`src/rtl/dwt_pkg.sv`:
```
package dwt_pkg;
  typedef enum logic {
    BAND_LO = 1'b0,
    BAND_HI = 1'b1
  } band_e;
endpackage

```
`src/rtl/dwt_polyphase_fir.sv`:
```
// 4-tap filter split into odd-phase and even-phase partial sums.
module dwt_polyphase_fir #(
  parameter int SAMPLE_W = 12,
  parameter int COEF_W   = 8,
  parameter int ACC_W    = 24,
  parameter int T0 = 0,
  parameter int T1 = 0,
  parameter int T2 = 0,
  parameter int T3 = 0
) (
  input  logic signed [SAMPLE_W-1:0] even_cur_i,
  input  logic signed [SAMPLE_W-1:0] odd_cur_i,
  input  logic signed [SAMPLE_W-1:0] even_prev_i,
  input  logic signed [SAMPLE_W-1:0] odd_prev_i,
  output logic signed [ACC_W-1:0]    acc_o
);
  localparam logic signed [COEF_W-1:0] C0 = COEF_W'(T0);
  localparam logic signed [COEF_W-1:0] C1 = COEF_W'(T1);
  localparam logic signed [COEF_W-1:0] C2 = COEF_W'(T2);
  localparam logic signed [COEF_W-1:0] C3 = COEF_W'(T3);

  logic signed [ACC_W-1:0] odd_part, even_part;

  always_comb begin
    odd_part  = ACC_W'(C0) * ACC_W'(odd_cur_i)  + ACC_W'(C2) * ACC_W'(odd_prev_i);
    even_part = ACC_W'(C1) * ACC_W'(even_cur_i) + ACC_W'(C3) * ACC_W'(even_prev_i);
    acc_o     = odd_part + even_part;
  end
endmodule

```
`src/rtl/dwt_requant.sv`:
```
// Scale a low-pass sum back to sample width with saturation.
module dwt_requant #(
  parameter int SAMPLE_W   = 12,
  parameter int ACC_W      = 24,
  parameter int FRAC_SHIFT = 6
) (
  input  logic signed [ACC_W-1:0]    acc_i,
  output logic signed [SAMPLE_W-1:0] sample_o
);
  localparam logic signed [ACC_W-1:0] HI_LIM = ACC_W'(2 ** (SAMPLE_W - 1) - 1);
  localparam logic signed [ACC_W-1:0] LO_LIM = ACC_W'(-(2 ** (SAMPLE_W - 1)));

  logic signed [ACC_W-1:0] shifted;

  always_comb begin
    shifted = acc_i >>> FRAC_SHIFT;
    if (shifted > HI_LIM)      sample_o = SAMPLE_W'(HI_LIM);
    else if (shifted < LO_LIM) sample_o = SAMPLE_W'(LO_LIM);
    else                       sample_o = SAMPLE_W'(shifted);
  end
endmodule

```
`src/rtl/dwt_stage1.sv`:
```
module dwt_stage1 #(
  parameter int SAMPLE_W   = 12,
  parameter int COEF_W     = 8,
  parameter int ACC_W      = 24,
  parameter int FRAC_SHIFT = 6,
  parameter int LO_T0 = -4, parameter int LO_T1 = 36,
  parameter int LO_T2 = 36, parameter int LO_T3 = -4,
  parameter int HI_T0 = -4, parameter int HI_T1 = -36,
  parameter int HI_T2 = 36, parameter int HI_T3 = 4
) (
  input  logic                       clk_i,
  input  logic                       rst_ni,
  input  logic                       fire_i,
  input  logic signed [SAMPLE_W-1:0] even_i,
  input  logic signed [SAMPLE_W-1:0] odd_i,
  output logic                       det_valid_o,
  output logic signed [ACC_W-1:0]    det_coef_o,
  output logic signed [SAMPLE_W-1:0] appr_o
);
  logic signed [SAMPLE_W-1:0] prev_e_q, prev_o_q;
  logic signed [ACC_W-1:0]    acc [2];

  for (genvar b = 0; b < 2; b++) begin : g_band
    dwt_polyphase_fir #(
      .SAMPLE_W(SAMPLE_W), .COEF_W(COEF_W), .ACC_W(ACC_W),
      .T0(b == 0 ? LO_T0 : HI_T0), .T1(b == 0 ? LO_T1 : HI_T1),
      .T2(b == 0 ? LO_T2 : HI_T2), .T3(b == 0 ? LO_T3 : HI_T3)
    ) u_fir (
      .even_cur_i (even_i),
      .odd_cur_i  (odd_i),
      .even_prev_i(prev_e_q),
      .odd_prev_i (prev_o_q),
      .acc_o      (acc[b])
    );
  end

  dwt_requant #(.SAMPLE_W(SAMPLE_W), .ACC_W(ACC_W), .FRAC_SHIFT(FRAC_SHIFT)) u_rq (
    .acc_i   (acc[0]),
    .sample_o(appr_o)
  );

  always_ff @(posedge clk_i or negedge rst_ni) begin
    if (!rst_ni) begin
      prev_e_q    <= '0;
      prev_o_q    <= '0;
      det_valid_o <= 1'b0;
      det_coef_o  <= '0;
    end else begin
      det_valid_o <= fire_i;
      if (fire_i) begin
        prev_e_q   <= even_i;
        prev_o_q   <= odd_i;
        det_coef_o <= acc[1];
      end
    end
  end
endmodule

```
`src/rtl/dwt_stage2.sv`:
```
// Shared datapath for levels 2..MAX_LEVELS; slot j serves level j+2.
module dwt_stage2 import dwt_pkg::*; #(
  parameter int SAMPLE_W   = 12,
  parameter int COEF_W     = 8,
  parameter int ACC_W      = 24,
  parameter int FRAC_SHIFT = 6,
  parameter int MAX_LEVELS = 4,
  parameter int LVL_W      = 3,
  parameter int LO_T0 = -4, parameter int LO_T1 = 36,
  parameter int LO_T2 = 36, parameter int LO_T3 = -4,
  parameter int HI_T0 = -4, parameter int HI_T1 = -36,
  parameter int HI_T2 = 36, parameter int HI_T3 = 4
) (
  input  logic                       clk_i,
  input  logic                       rst_ni,
  input  logic                       push_valid_i,
  input  logic signed [SAMPLE_W-1:0] push_data_i,
  output logic                       push_ready_o,
  output logic                       l2_full_o,
  output logic                       out_valid_o,
  output logic [LVL_W-1:0]           out_level_o,
  output band_e                      out_band_o,
  output logic signed [ACC_W-1:0]    out_coef_o
);
  localparam int NLVL  = MAX_LEVELS - 1;
  localparam int SEL_W = (NLVL > 1) ? $clog2(NLVL) : 1;

  logic [1:0]                 cnt_q  [NLVL];
  logic signed [SAMPLE_W-1:0] ev_q   [NLVL];
  logic signed [SAMPLE_W-1:0] od_q   [NLVL];
  logic signed [SAMPLE_W-1:0] pe_q   [NLVL];
  logic signed [SAMPLE_W-1:0] po_q   [NLVL];
  logic                       hold_valid_q;
  logic signed [ACC_W-1:0]    hold_coef_q;

  logic                       room [NLVL];
  logic                       sel_valid;
  logic [SEL_W-1:0]           sel;
  logic signed [SAMPLE_W-1:0] op_e, op_o, op_pe, op_po, lo_sample;
  logic signed [ACC_W-1:0]    acc [2];

  // Scheduler: the deepest level with a full pair and downstream room wins.
  always_comb begin
    for (int j = 0; j < NLVL - 1; j++) room[j] = (cnt_q[j+1] != 2'd2);
    room[NLVL-1] = 1'b1;
    sel_valid = 1'b0;
    sel       = '0;
    if (!hold_valid_q) begin
      for (int j = 0; j < NLVL; j++) begin
        if (cnt_q[j] == 2'd2 && room[j]) begin
          sel_valid = 1'b1;
          sel       = SEL_W'(j);
        end
      end
    end
  end

  always_comb begin
    op_e  = ev_q[sel];
    op_o  = od_q[sel];
    op_pe = pe_q[sel];
    op_po = po_q[sel];
  end

  assign l2_full_o    = (cnt_q[0] == 2'd2);
  assign push_ready_o = !l2_full_o || (sel_valid && sel == '0);

  for (genvar b = 0; b < 2; b++) begin : g_band
    dwt_polyphase_fir #(
      .SAMPLE_W(SAMPLE_W), .COEF_W(COEF_W), .ACC_W(ACC_W),
      .T0(b == 0 ? LO_T0 : HI_T0), .T1(b == 0 ? LO_T1 : HI_T1),
      .T2(b == 0 ? LO_T2 : HI_T2), .T3(b == 0 ? LO_T3 : HI_T3)
    ) u_fir (
      .even_cur_i (op_e),
      .odd_cur_i  (op_o),
      .even_prev_i(op_pe),
      .odd_prev_i (op_po),
      .acc_o      (acc[b])
    );
  end

  dwt_requant #(.SAMPLE_W(SAMPLE_W), .ACC_W(ACC_W), .FRAC_SHIFT(FRAC_SHIFT)) u_rq (
    .acc_i   (acc[0]),
    .sample_o(lo_sample)
  );

  always_ff @(posedge clk_i or negedge rst_ni) begin
    if (!rst_ni) begin
      for (int j = 0; j < NLVL; j++) begin
        cnt_q[j] <= '0;
        ev_q[j]  <= '0;
        od_q[j]  <= '0;
        pe_q[j]  <= '0;
        po_q[j]  <= '0;
      end
      hold_valid_q <= 1'b0;
      hold_coef_q  <= '0;
      out_valid_o  <= 1'b0;
      out_level_o  <= '0;
      out_band_o   <= BAND_LO;
      out_coef_o   <= '0;
    end else begin
      out_valid_o <= 1'b0;
      if (hold_valid_q) begin
        out_valid_o  <= 1'b1;
        out_level_o  <= LVL_W'(MAX_LEVELS);
        out_band_o   <= BAND_LO;
        out_coef_o   <= hold_coef_q;
        hold_valid_q <= 1'b0;
      end else if (sel_valid) begin
        out_valid_o <= 1'b1;
        out_level_o <= LVL_W'(sel) + LVL_W'(2);
        out_band_o  <= BAND_HI;
        out_coef_o  <= acc[1];
        pe_q[sel]   <= op_e;
        po_q[sel]   <= op_o;
        if (sel == SEL_W'(NLVL - 1)) begin
          hold_valid_q <= 1'b1;
          hold_coef_q  <= acc[0];
        end
      end
      for (int j = 0; j < NLVL; j++) begin
        logic                       push_j, pop_j;
        logic signed [SAMPLE_W-1:0] data_j;
        push_j = (j == 0) ? push_valid_i : (sel_valid && sel == SEL_W'(j - 1));
        data_j = (j == 0) ? push_data_i  : lo_sample;
        pop_j  = sel_valid && sel == SEL_W'(j);
        if (pop_j) begin
          cnt_q[j] <= push_j ? 2'd1 : 2'd0;
          if (push_j) ev_q[j] <= data_j;
        end else if (push_j) begin
          if (cnt_q[j] == 2'd0) begin
            ev_q[j]  <= data_j;
            cnt_q[j] <= 2'd1;
          end else begin
            od_q[j]  <= data_j;
            cnt_q[j] <= 2'd2;
          end
        end
      end
    end
  end
endmodule

```
`src/rtl/dwt1d_pipe.sv`:
```
module dwt1d_pipe import dwt_pkg::*; #(
  parameter int SAMPLE_W   = 12,
  parameter int COEF_W     = 8,
  parameter int ACC_W      = 24,
  parameter int FRAC_SHIFT = 6,
  parameter int MAX_LEVELS = 4,
  parameter int LO_T0 = -4, parameter int LO_T1 = 36,
  parameter int LO_T2 = 36, parameter int LO_T3 = -4,
  parameter int HI_T0 = -4, parameter int HI_T1 = -36,
  parameter int HI_T2 = 36, parameter int HI_T3 = 4,
  localparam int LVL_W = $clog2(MAX_LEVELS + 1)
) (
  input  logic                       clk_i,
  input  logic                       rst_ni,
  input  logic                       in_valid_i,
  output logic                       in_ready_o,
  input  logic signed [SAMPLE_W-1:0] in_even_i,
  input  logic signed [SAMPLE_W-1:0] in_odd_i,
  output logic                       det1_valid_o,
  output logic signed [ACC_W-1:0]    det1_coef_o,
  output logic                       deep_valid_o,
  output logic [LVL_W-1:0]           deep_level_o,
  output logic                       deep_band_o,
  output logic signed [ACC_W-1:0]    deep_coef_o
);
  logic                       fire, lvl2_full;
  logic signed [SAMPLE_W-1:0] appr1;
  band_e                      band;

  assign fire        = in_valid_i && in_ready_o;
  assign deep_band_o = band;

  dwt_stage1 #(
    .SAMPLE_W(SAMPLE_W), .COEF_W(COEF_W), .ACC_W(ACC_W), .FRAC_SHIFT(FRAC_SHIFT),
    .LO_T0(LO_T0), .LO_T1(LO_T1), .LO_T2(LO_T2), .LO_T3(LO_T3),
    .HI_T0(HI_T0), .HI_T1(HI_T1), .HI_T2(HI_T2), .HI_T3(HI_T3)
  ) u_stage1 (
    .clk_i      (clk_i),
    .rst_ni     (rst_ni),
    .fire_i     (fire),
    .even_i     (in_even_i),
    .odd_i      (in_odd_i),
    .det_valid_o(det1_valid_o),
    .det_coef_o (det1_coef_o),
    .appr_o     (appr1)
  );

  dwt_stage2 #(
    .SAMPLE_W(SAMPLE_W), .COEF_W(COEF_W), .ACC_W(ACC_W), .FRAC_SHIFT(FRAC_SHIFT),
    .MAX_LEVELS(MAX_LEVELS), .LVL_W(LVL_W),
    .LO_T0(LO_T0), .LO_T1(LO_T1), .LO_T2(LO_T2), .LO_T3(LO_T3),
    .HI_T0(HI_T0), .HI_T1(HI_T1), .HI_T2(HI_T2), .HI_T3(HI_T3)
  ) u_stage2 (
    .clk_i       (clk_i),
    .rst_ni      (rst_ni),
    .push_valid_i(fire),
    .push_data_i (appr1),
    .push_ready_o(in_ready_o),
    .l2_full_o   (lvl2_full),
    .out_valid_o (deep_valid_o),
    .out_level_o (deep_level_o),
    .out_band_o  (band),
    .out_coef_o  (deep_coef_o)
  );
endmodule

```
`config.mk`:
```
export PLATFORM = sky130hd
export DESIGN_NAME = dwt1d_pipe
export DESIGN_NICKNAME = d
export VERILOG_FILES = /design/src/rtl/dwt_pkg.sv /design/src/rtl/dwt_polyphase_fir.sv /design/src/rtl/dwt_requant.sv /design/src/rtl/dwt_stage1.sv /design/src/rtl/dwt_stage2.sv /design/src/rtl/dwt1d_pipe.sv
export SDC_FILE = /design/constraint.sdc
export NUM_CORES = 1
export LEC_CHECK = 0
export ABC_AREA = 1
export ABC_CLOCK_PERIOD_IN_PS = 7900
export BUFFER_PORTS_ARGS = -buffer_cell sky130_fd_sc_hd__buf_2
export CAP_MARGIN = 20
export CORE_ASPECT_RATIO = 0.5
export CORE_MARGIN = 8
export CORE_UTILIZATION = 55
export DETAILED_ROUTE_END_ITERATION = 16
export HOLD_SLACK_MARGIN = 0.06
export PLACE_DENSITY = 0.7
export SYNTH_ARGS = -nofsm -noshare
export SYNTH_HDL_FRONTEND = slang
export SYNTH_SLANG_ARGS = --single-unit
```
`constraint.sdc`:
```
create_clock -name clk_i -period 7.9 [get_ports clk_i]
set_input_delay 1.185 -clock clk_i [delete_from_list [all_inputs] [get_ports clk_i]]
set_output_delay 1.185 -clock clk_i [all_outputs]
set_load 0.01 [all_outputs]
```
==> impl_metrics.env <==
export IMPL_initial_core_util=0.5526
export IMPL_htree_levels=1
export IMPL_holdBufCountCts=0
export IMPL_ant_nets=0
export IMPL_fin_nets=3744
export IMPL_finalHoldViolCount=0
export IMPL_worstSetupPathType="flip-flop to flip-flop"
export IMPL_synth_top_flop_cell="dfrtp_1"
export IMPL_setup_viol=0
export IMPL_synth_top_area_share=0.2493
export IMPL_ys_seq_area_frac=0.2493
export IMPL_post_route_period_util=0.9425
export IMPL_drt_iter0_drc=1692
export IMPL_r2r_start="u_stage2.cnt_q[0]"
export IMPL_first_pass_iters=6
export IMPL_grt_pass1_vias=20523
export IMPL_synth_seq_cells=247
export IMPL_pin_count=82
export IMPL_slowest_stage="fa_1"
export IMPL_area_delta_synth_final_pct=7.993
export IMPL_via_per_inst=5.395
export IMPL_yosysTopAreaCell="dfrtp_1"
export IMPL_async_flop_share=1.000
export IMPL_crit_start="u_stage2.cnt_q[0]"
export IMPL_numCtsBuffers=25
export IMPL_hold_class="flip-flop to flip-flop"
export IMPL_synthTopCellsByArea="dfrtp_1 (25%), ha_1 (15%), nand2_1 (12%), fa_1 (11%), inv_1 (8.0%)"
export IMPL_crit_fanout=28
export IMPL_clock_latency_ps=570
export IMPL_drive_gt1_frac=0.07639
export IMPL_setup_tns_final_ps=0
export IMPL_grt_pass1_wl_mm=107.3
export IMPL_root_buffer="clkbuf_16"
export IMPL_syn_cell_area_mm2=0.02480
export IMPL_wl_per_cell_um=17.09
export IMPL_numPortBuffers=77
export IMPL_postSynthAreaPerCell_um2=7.698
export IMPL_overflow=0
export IMPL_drc=0
export IMPL_start_kind="flip-flop"
export IMPL_drv_slew=0
export IMPL_hpwlAfterDp_mm=53.94
export IMPL_cts_tree="built"
export IMPL_antenna_found_initial=0
export IMPL_instances_no_fill=3910
export IMPL_rows=55
export IMPL_max_cap_violations=0
export IMPL_status="finished, final reports clean"
export IMPL_end_kind="flip-flop"
export IMPL_grt_util_all_layers=0.2508
export IMPL_crit_required_ps=8340
export IMPL_critPathMaxStageDelay_ps=490
export IMPL_n_antenna_cell=0
export IMPL_skew_ps=21.46
export IMPL_grt_max_degree=143
export IMPL_die_h_um=166.1
export IMPL_synthCells=3221
export IMPL_vias=21096
export IMPL_critPathArrivalTime_ps=7890
export IMPL_dp_cells=3862
export IMPL_ctsLongestPathBuffers=3
export IMPL_routed_wl_mm=66.84
export IMPL_gp_congestion=0.9264
export IMPL_crit_top_cell="nand2_1"
export IMPL_whs_ps=471.8
export IMPL_final_util=0.5968
export IMPL_synth_edf_count=0
export IMPL_worstHoldStart="u_stage2.po_q[20]"
export IMPL_min_period_ps=7446
export IMPL_dieWidth_um=316.3
export IMPL_cts_sink_count=247
export IMPL_max_clock_freq_mhz=134.3
export IMPL_synthDistinctLibCells=51
export IMPL_fp_coreArea_mm2=0.04487
export IMPL_maxSlewHeadroom=0.3170
export IMPL_dieArea_mm2=0.05255
export IMPL_clk_pin_slew_ps=70
export IMPL_yosys_warnings=0
export IMPL_worst_pin_slew_ps=1018
-- cell type report --
class	instances	area, um^2
Multi-Input combinational cell	2373	16330
Tap cell	598	748.2
Fill cell	4143	18090
Sequential cell	247	6181
Clock inverter	13	136.4
Clock buffer	32	681.9
Timing Repair Buffer	109	676.9
Inverter	538	2023
-- final timing paths --
check	slack, ps	to	depth (start not counted)
min in group asynchronous	650	u_stage2.out_coef_o[22]	1
hold reg to reg	470	u_stage2.po_q[20]	2
setup / recovery	450	u_stage2.out_coef_o[23]	37
hold / removal	470	u_stage2.po_q[20]	2
setup reg to reg	450	u_stage2.out_coef_o[23]	37
max in group asynchronous	5920	u_stage1.det_coef_o[10]	2
-- metrics by stage --
| stage | cell area, um^2 | setup WS, ps |
|---|---|---|
| after CTS | 26670 | 113.1 |
| after global placement | 25850 | 296.6 |
| after floorplan | 24810 | 684.6 |
| after detailed placement | 25850 | 140.9 |
| final | 26780 | 454.2 |
| after global routing | 26780 | -51.98 |
-- cell usage after synthesis (21+ instances only) --
library cell and number:
xor2_1 147, nor2_1 147, o21ai_0 211, nand4_1 21, nand2_1 811, fa_1 135, a21oi_1 214, nor3_1 29
a22oi_1 23, o21bai_1 22, xnor2_1 55, a31oi_1 24, inv_1 529, ha_1 288, clkbuf_1 37, dfrtp_1 247
nand3_1 89
-- sequential cells by signal, summed over array words and instances, names as in the netlist, 12 cells and up --
register / count
u_stage2.od_q: 36
u_stage2.ev_q: 36
u_stage2.po_q: 36
u_stage2.out_coef_o: 22
u_stage1.det_coef_o: 22
u_stage2.pe_q: 36
u_stage1.prev_o_q: 12
u_stage1.prev_e_q: 12
u_stage2.hold_coef_q: 22
-- repair_timing --
item	CTS	global route
setup endpoints to repair	0	47
setup buffers	0	3
resized for setup	0	23
-- routing by layer --
metal / global-route usage / share of wire / vias up
met5: 0 / 0 / -
met4: 0.07051 / 0.031 / 0
met3: 0.03789 / 0.059 / 110
met2: 0.4086 / 0.46 / 604
met1: 0.3456 / 0.45 / 9953
li1: - / - / 10429
-- worst max-delay path, delay by kind of cell, from the launching register on --
| kind | cells | cell delay [ps] |
|---|---|---|
| compound gates | 6 | 950 |
| xor+xnor | 2 | 400 |
| fa+ha+maj | 6 | 2500 |
| buf+inv | 7 | 750 |
| flops | 1 | 390 |
| simple gates | 16 | 2300 |
-- cell families (layout without fill, tap and decap cells) --
group | Yosys count | after routing | share of synthesized area
and+or+nand+nor | 1190 | 1190 | 0.2054
buffers and inverters | 604 | 692 | 0.09527
AOI/OAI and AO/OA | 553 | 553 | 0.1238
adders and majority gates | 423 | 423 | 0.2543
DFF | 247 | 247 | 0.2493
xor gates and xnor gates | 202 | 202 | 0.07135
other | 1 | 4 | 0.0001512
muxes | 1 | 1 | 0.0004541
-- cells in the final DEF (no fill, tap or decap), types with 6 or more instances in the layout --
cell type / count
a21boi_0: 9
o21ai_0: 207
o211ai_1: 7
nor3_1: 29
nand4_1: 21
xor2_1: 146
o22ai_1: 11
dfrtp_1: 247
nor2_1: 140
a22oi_1: 23
nor4_1: 7
inv_1: 529
nand3_1: 88
xnor2_1: 54
fa_1: 135
nand2_4: 17
buf_4: 28
buf_2: 76
o21bai_1: 21
nor2_2: 25
nor2_4: 12
a31oi_1: 24
clkbuf_16: 25
nand2_2: 21
clkinv_2: 6
ha_1: 288
a21o_1: 12
nand2_1: 810
a21oi_1: 213
Power is left out: the tool's default activity adds up to more than one toggle a clock period on the data nets, which glitch-free logic cannot reach.
